<file path="src/rtl/rd_lat_hist.sv">
module rd_lat_hist #(
  parameter int ID_W  = 3,
  parameter int QD_W  = 2,
  parameter int TS_W  = 16,
  parameter int CNT_W = 32,
  parameter int FIRST_HI = 128,
  parameter int BAND  = 64,
  parameter int NBIN  = 5
) (
  input  logic             clk,
  input  logic             rst_n,
  input  logic             ar_valid,
  input  logic             ar_ready,
  input  logic [ID_W-1:0]  ar_id,
  input  logic             r_valid,
  input  logic             r_ready,
  input  logic [ID_W-1:0]  r_id,
  input  logic             r_last,
  input  logic [2:0]       rd_sel,
  output logic [CNT_W-1:0] rd_data
);
  localparam int NID = 1 << ID_W;
  localparam int QD  = 1 << QD_W;

  logic [TS_W-1:0]  cyc;
  logic [TS_W-1:0]  ts_mem [NID][QD];
  logic [QD_W-1:0]  wp  [NID];
  logic [QD_W-1:0]  rp  [NID];
  logic [QD_W:0]    occ [NID];
  logic [CNT_W-1:0] bin_cnt [NBIN];
  logic [CNT_W-1:0] beat_cnt, stall_cnt;
  logic [NBIN-1:0]  bin_hit;

  wire ar_hs = ar_valid && ar_ready;
  wire r_hs  = r_valid && r_ready;
  wire push  = ar_hs && (occ[ar_id] != (QD_W+1)'(QD));
  wire hit   = r_hs && (occ[r_id] != '0);
  wire pop   = hit && r_last;
  wire [TS_W-1:0] lat = cyc - ts_mem[r_id][rp[r_id]];

  always_ff @(posedge clk) begin
    if (!rst_n) cyc <= '0;
    else        cyc <= cyc + 1'b1;
  end

  always_ff @(posedge clk)
    if (push) ts_mem[ar_id][wp[ar_id]] <= cyc;

  always_ff @(posedge clk) begin
    if (!rst_n) begin
      for (int i = 0; i < NID; i++) begin
        wp[i]  <= '0;
        rp[i]  <= '0;
        occ[i] <= '0;
      end
    end else begin
      for (int i = 0; i < NID; i++) begin
        if (push && ar_id == ID_W'(i)) wp[i] <= wp[i] + 1'b1;
        if (pop && r_id == ID_W'(i))   rp[i] <= rp[i] + 1'b1;
        occ[i] <= occ[i] + {{QD_W{1'b0}}, push && ar_id == ID_W'(i)}
                         - {{QD_W{1'b0}}, pop && r_id == ID_W'(i)};
      end
    end
  end

  for (genvar b = 0; b < NBIN; b++) begin : g_bin
    localparam int LO = (b == 0) ? 0 : FIRST_HI + BAND * (b - 1);
    localparam int HI = FIRST_HI + BAND * b;
    assign bin_hit[b] = hit && lat >= TS_W'(LO) && lat < TS_W'(HI);
    always_ff @(posedge clk) begin
      if (!rst_n)          bin_cnt[b] <= '0;
      else if (bin_hit[b]) bin_cnt[b] <= bin_cnt[b] + 1'b1;
    end
  end

  always_ff @(posedge clk) begin
    if (!rst_n) begin
      beat_cnt  <= '0;
      stall_cnt <= '0;
    end else begin
      if (r_hs) beat_cnt <= beat_cnt + 1'b1;
      if (ar_valid && !ar_ready) stall_cnt <= stall_cnt + 1'b1;
    end
  end

  always_comb begin
    case (rd_sel)
      3'd0:    rd_data = bin_cnt[0];
      3'd1:    rd_data = bin_cnt[1];
      3'd2:    rd_data = bin_cnt[2];
      3'd3:    rd_data = bin_cnt[3];
      3'd4:    rd_data = bin_cnt[4];
      3'd5:    rd_data = beat_cnt;
      3'd6:    rd_data = stall_cnt;
      default: rd_data = '0;
    endcase
  end

  logic [CNT_W+2:0] bin_sum;
  always_comb begin
    bin_sum = '0;
    for (int i = 0; i < NBIN; i++) bin_sum = bin_sum + (CNT_W+3)'(bin_cnt[i]);
  end


  stall_count_chk: assert property (@(posedge clk) disable iff (!rst_n)
    ar_valid && !ar_ready |=> stall_cnt == $past(stall_cnt) + 1'b1);

  beat_count_chk: assert property (@(posedge clk) disable iff (!rst_n)
    !(r_valid && r_ready) |=> $stable(beat_cnt));

  bins_le_beats_chk: assert property (@(posedge clk) disable iff (!rst_n)
    bin_sum <= (CNT_W+3)'(beat_cnt));

  one_bin_chk: assert property (@(posedge clk) disable iff (!rst_n)
    $onehot0(bin_hit));

  no_bin_without_open_chk: assert property (@(posedge clk) disable iff (!rst_n)
    r_hs && occ[r_id] == '0 |=> bin_sum == $past(bin_sum));

  sel_spare_zero_chk: assert property (@(posedge clk) disable iff (!rst_n)
    rd_sel == 3'd7 |-> rd_data == '0);
endmodule

</file>
<file path="config.mk">
export PLATFORM = sky130hd
export DESIGN_NAME = rd_lat_hist
export DESIGN_NICKNAME = d
export VERILOG_FILES = /design/src/rtl/rd_lat_hist.sv
export SDC_FILE = /design/constraint.sdc
export NUM_CORES = 1
export LEC_CHECK = 0
export ABC_AREA = 1
export ABC_CLOCK_PERIOD_IN_PS = 9100
export CELL_PAD_IN_SITES_DETAIL_PLACEMENT = 0
export CELL_PAD_IN_SITES_GLOBAL_PLACEMENT = 2
export CORE_ASPECT_RATIO = 0.9
export CORE_MARGIN = 5
export CORE_UTILIZATION = 35
export DETAILED_ROUTE_END_ITERATION = 16
export PLACE_DENSITY = 0.67
export REMOVE_ABC_BUFFERS = 1
export SYNTH_ARGS = -nofsm -noshare
export SYNTH_HDL_FRONTEND = slang
export SYNTH_SLANG_ARGS = --single-unit
</file>
<file path="constraint.sdc">
create_clock -name clk -period 9.1 [get_ports clk]
set_input_delay 1.82 -clock clk [delete_from_list [all_inputs] [get_ports clk]]
set_output_delay 1.82 -clock clk [all_outputs]
set_load 0.05 [all_outputs]
</file>
### Word-level counts from Yosys, hierarchy flattened

Memories as Yosys holds them, arrays and structs flattened.
Cells that the tools add are included.

* add/sub/neg operators: 41
* multiply operators: 0
* divide/modulo/power cells: 0
* $lt $le $gt $ge: 13
* eq/ne operators: 21
* shifts and indexed selects: 0
* multiplexer cells: 102
* bitwise gates (word level): 31
* reductions and logical operators: 38

Operator list (number)
* $add A32 B1 Y32 const B: 7
* $pmux W32 S7: 1
* $mux W32: 5
* $mux W1: 66
* $mux W64: 1
* $lt A16 B9 Y1 const B: 3
* $mux W16: 3
* $eq A3 B3 Y1 const B: 11
* $logic_and A1 B1 Y1: 33
* $add A2 B1 Y2 const B: 16
* $bmux W16 S2: 1
* $demux W16 S2: 1
* $ge A16 B8 Y1 const B: 2
* $ge A16 B9 Y1 const B: 2
* $lt A16 B8 Y1 const B: 2
* $mux W2: 16
* $or A1 B1 Y1: 29
* $add A3 B1 Y3: 8
* $mux W3: 8
* $sub A3 B1 Y3: 8
* $eq A3 B2 Y1 const B: 6
* $add A16 B1 Y16 const B: 1
* $ge A16 B1 Y1 const B: 1
* $sub A16 B16 Y16: 1
* 8 further kinds: 14

* register bits after elaboration: 80
* latch bits: 0
* bits in writable memories: 728
* memory bits (read-only): 0
* bits of input ports: 16
* output and inout bits: 32
* word-level logic and storage cells: 254
* memories kept: 5

Memories
* ts_mem: depth 8, width 64, rd ports 1, clocked after Yosys merged registers in 0, write ports 1, RTL line 26 `logic [TS_W-1:0] ts_mem [NID][QD];`
* bin_cnt: depth 5, width 32, rd ports 5, clocked after Yosys merged registers in 0, write ports 5, RTL line 30 `logic [CNT_W-1:0] bin_cnt [NBIN];`
* occ: depth 8, width 3, rd ports 10, clocked after Yosys merged registers in 0, write ports 8, RTL line 29 `logic [QD_W:0] occ [NID];`
* rp: depth 8, width 2, rd ports 9, clocked after Yosys merged registers in 0, write ports 8, RTL line 28 `logic [QD_W-1:0] rp [NID];`
* wp: depth 8, width 2, rd ports 9, clocked after Yosys merged registers in 0, write ports 8, RTL line 27 `logic [QD_W-1:0] wp [NID];`

### Logic depth before layout (Yosys ltp)

An unclocked memory read counts as a cell.

* depth in word-level cells: 13
* mapped depth: 29
* mapped depth without buffers: 26

### Worst setup path after synthesis

No wires, ideal clock.

* path type: input-to-reg
* start point: input r_id[1]
* end point: memory bin_cnt[3][0], enable pin
* arrival: 7.152 ns
* required time: 8.634 ns
* path slack: 1.483 ns
* stages on the path: 24
* path buffers: 4
* cell sequence: buf_6 > nor2_2 > buf_4 > clkbuf_1 > clkbuf_1 > nand2_1 > a31oi_1 > nor3_1 > o32ai_1 > inv_1 > ha_1 > a21oi_1 > nor2_1 > nor2_1 > nand2_1 > nand2_1 > nand2_1 > nand2_1 > nand2_1 > nor2_1 > nand2_1 > nor3b_1 > nand4_1 > o21ai_0

RTL lines
* start, declared: RTL line 17 `input logic [ID_W-1:0] r_id,`
* end, declared: RTL line 30

==> metrics <==
layout net count=3718; Reg2Reg Setup Slack=3.37 ns; number of detailed-routing iterations run before antenna repair=7; final weighted congestion in routability-driven placement=0.874; Worst Reg-to-Reg Cells=21; final hold violation count=0; share of synthesized area occupied by flip-flops and latches=62.1%; cell at the root of the clock tree=sky130_fd_sc_hd__clkbuf_16; proportion of layout cells with a drive suffix above 1=8.51%; global-route usage over all layers=20.9%; max-cap violations=0; horizontal extent of the die=355 um; FFs w/ async S/R, synth=0%; total negative setup slack=0 ns; peak ir drop on the vdd network=155 uV; antenna violations before repair=1; number of routed nets with antenna violations=0; CTS Buffer Depth=3; worst hold path cell count=2; maximum number of pins on one net before global-route repair=111; power density cells=195 nW/um2; worst setup path category=input port to flip-flop; CTS H-Tree Depth=3; number of warnings reported in the yosys synthesis log=0; kind of start point of the critical path=input port; Initial Utilization=35.4%; HP Class=flip-flop to flip-flop; vias in the first global route=26500; number of register bits inferred by synthesis=808; setup repair bufs after CTS=0; number of hold-repair buffers added at the cts stage=0; height of the chip=320 um; Ports=48; number of rows in the core area=113; layout-stage area growth over the synthesis result=14.8%; Critical Path AT=7.77 ns; Finish-stage setup viols=0; Gate Count Post-Synth=3543; RSZ-0062 raised after global routing=false; maximum achievable frequency=133 MHz; Total Power=8.37 mW; leakage power=15.0 nW; post-synthesis instance area=37400 um2; area enclosed by the die boundary=114000 um2; final routed DRC violation total=0; CP required=9.36 ns; first-pass GRT wire length=178 mm; number of sinks driven by the clock tree=808; routed wirelength normalized by instance count=23.8 um; fin crit period=7.51 ns; tightest slew margin relative to the limit=22.7%; EDFF count, synth=704; run status=finished clean; Synth Area per Inst=10.6 um2; number of design-rule violations left by the first detailed-router iteration=2665; setup skew after layout=0.0413 ns; total number of vias=27500; distinct cell type count of the synthesized netlist=54; final cycle utilization of the critical path=82.5%; number of buffers created by CTS=92; Resized Gates After CTS=0; element type at the critical path end=flip-flop; placed wire-length estimate after detailed placement=83.0 mm; later-pin clock latency in the skew report=0.67 ns; most used flip-flop cell after synthesis=sky130_fd_sc_hd__edfxtp_1; biggest fanout along the worst timing path=32; clock transition time at the flip-flop clock pins of the worst setup and hold paths=0.06 ns; Placeable Area=106000 um2; Final Slew Violations=0; # port buffers=47; transition time of the tightest slew-check pin=1.16 ns; gr ovfl total=0; Total Wirelength=121 mm; post-DR vias/cell=5.38; number of inserted diodes=0; clock tree from TritonCTS=done
## where the power goes
part	internal [mW]	switching (mW)	leakage (nW)
Clock	2.13	1.55	1.45
Combinational	0.167	0.432	6.13
Sequential	4.04	0.0450	7.45
Total	6.34	2.03	15.0
## metrics by stage
| stage | setup slack (ns) | utilization, % | cell area (um2) | hold slack (ns) | instances |
|---|---|---|---|---|---|
| floorplan | -0.559 | - | 36900 | 0.444 | 3412 |
| global placement | 1.13 | 37.8 | 40000 | 0.463 | 4940 |
| detailed placement | 0.957 | 37.8 | 40000 | 0.472 | 4940 |
| CTS | 1.65 | 40.6 | 42900 | 0.480 | 5105 |
| global route | 1.18 | 40.6 | 42900 | 0.498 | 5105 |
| finish | 1.59 | 40.6 | 42900 | 0.480 | 5105 |
## kinds of logic after synthesis
group / share of synthesized area [%]
compound gates: 11.5
buf+inv: 5.56
flops: 62.1
fa+ha+maj: 1.79
simple gates: 15.5
xor+xnor: 3.54
## state kept, by name, summed over array words and instances (netlist names)
signal	cells
wp	16
bin_cnt	160
rp	16
cyc	16
beat_cnt	32
ts_mem	512
occ	24
stall_cnt	32
## routing by layer
layer	GRT usage (%)	share of wire (%)
met5	0	0
met4	4.13	1.9
met3	3.37	6.7
met2	31.1	43
met1	32.2	48
## cell usage after synthesis, drive strengths merged (2+ instances only)
master     n  area share (%)
nor3     116             1.8
o2111ai   10            0.23
o211ai     8            0.16
a21o       4           0.080
a221oi    26            0.61
nor4      36            0.60
nand4     48            0.84
xnor2     39            0.91
and3       2           0.033
or4        3           0.060
o22ai     39            0.65
a21oi    177             2.5
o21a      10            0.20
edfxtp   704              57
a31oi     34            0.57
o21bai     2           0.040
buf       36            0.50
a41oi      2           0.047
o31ai     20            0.40
or2       11            0.18
a211oi    32            0.64
nand3b     3           0.060
fa         9            0.48
ha        39             1.3
a2111o     2           0.060
o21ai     77             1.0
inv      404             4.1
o32ai     14            0.33
nor2     440             4.5
nor3b      8            0.16
xor2     112             2.6
nand3    128             1.7
clkbuf    95            0.95
a22oi    194             3.9
clkinv     5           0.050
dfxtp    104             5.6
o221ai     2           0.047
nand2    545             5.5
## worst paths after layout
check | startpoint | endpoint
setup / recovery | r_id[0] | bin_cnt[2][3]
hold / removal | beat_cnt[28] | beat_cnt[28]
setup reg to reg | rp[3][0] | bin_cnt[2][3]
hold reg to reg | beat_cnt[28] | beat_cnt[28]
## layout by cell type, fill, tap and decap left out, types with 8 or more instances in the layout
cell type,Yosys,routed
sky130_fd_sc_hd__xor2_1,112,112
sky130_fd_sc_hd__nand3_1,128,128
sky130_fd_sc_hd__o21ai_0,75,74
sky130_fd_sc_hd__edfxtp_1,704,704
sky130_fd_sc_hd__a21oi_1,166,166
sky130_fd_sc_hd__xnor2_1,39,39
sky130_fd_sc_hd__o211ai_1,8,8
sky130_fd_sc_hd__inv_1,400,399
sky130_fd_sc_hd__buf_4,4,98
sky130_fd_sc_hd__clkbuf_1,95,23
sky130_fd_sc_hd__a31oi_1,34,34
sky130_fd_sc_hd__nor2_2,11,24
sky130_fd_sc_hd__nor2_1,428,412
sky130_fd_sc_hd__nor3b_1,8,8
sky130_fd_sc_hd__o32ai_1,14,14
sky130_fd_sc_hd__fa_1,9,9
sky130_fd_sc_hd__clkinv_1,5,21
sky130_fd_sc_hd__nor3_1,97,92
sky130_fd_sc_hd__nor4_1,36,36
sky130_fd_sc_hd__bufinv_16,0,8
sky130_fd_sc_hd__ha_1,39,39
sky130_fd_sc_hd__a211oi_1,32,32
sky130_fd_sc_hd__o21a_1,10,10
sky130_fd_sc_hd__or2_2,11,11
sky130_fd_sc_hd__a21oi_2,11,11
sky130_fd_sc_hd__a221oi_1,26,26
sky130_fd_sc_hd__a22oi_1,194,194
sky130_fd_sc_hd__o22ai_1,39,39
sky130_fd_sc_hd__clkinv_2,0,14
sky130_fd_sc_hd__nand2_1,541,541
sky130_fd_sc_hd__nand4_1,46,46
sky130_fd_sc_hd__clkdlybuf4s50_1,0,45
sky130_fd_sc_hd__o31ai_1,20,20
sky130_fd_sc_hd__clkbuf_16,0,92
sky130_fd_sc_hd__o2111ai_1,10,10
sky130_fd_sc_hd__nor3_2,19,24
sky130_fd_sc_hd__dfxtp_1,104,103
## final cells by class
class                   count  area, um2
well taps                1380       1730
multi-input cells        2195      12200
clock buffers             119       2440
inverters                 409       1540
repair buffers            148       1290
clock inverters            46        524
fillers                 10200      62800
flip-flops and latches    808      23200
## worst max-delay path: stages
cell and delay, ns:
sky130_fd_sc_hd__clkdlybuf4s50_1 0.87, sky130_fd_sc_hd__inv_2 0.20, sky130_fd_sc_hd__nand2_1 0.11, sky130_fd_sc_hd__nand2_1 0.05, sky130_fd_sc_hd__nand2_1 0.08, sky130_fd_sc_hd__nand2_1 0.07
sky130_fd_sc_hd__nand2_1 0.07, sky130_fd_sc_hd__nand2_2 0.26, sky130_fd_sc_hd__buf_4 0.35, sky130_fd_sc_hd__o31ai_1 0.95, sky130_fd_sc_hd__o32ai_1 0.29, sky130_fd_sc_hd__inv_1 0.13
sky130_fd_sc_hd__ha_1 0.27, sky130_fd_sc_hd__a21oi_1 0.21, sky130_fd_sc_hd__o21bai_1 0.08, sky130_fd_sc_hd__a21oi_1 0.20, sky130_fd_sc_hd__o21ai_0 0.15, sky130_fd_sc_hd__a21oi_1 0.15
sky130_fd_sc_hd__nand3_1 0.09, sky130_fd_sc_hd__nand2_1 0.14, sky130_fd_sc_hd__nand4_2 0.15, sky130_fd_sc_hd__nor3_1 0.30, sky130_fd_sc_hd__or2_2 0.72
No activity file was read; power rests on OpenSTA's default activity.
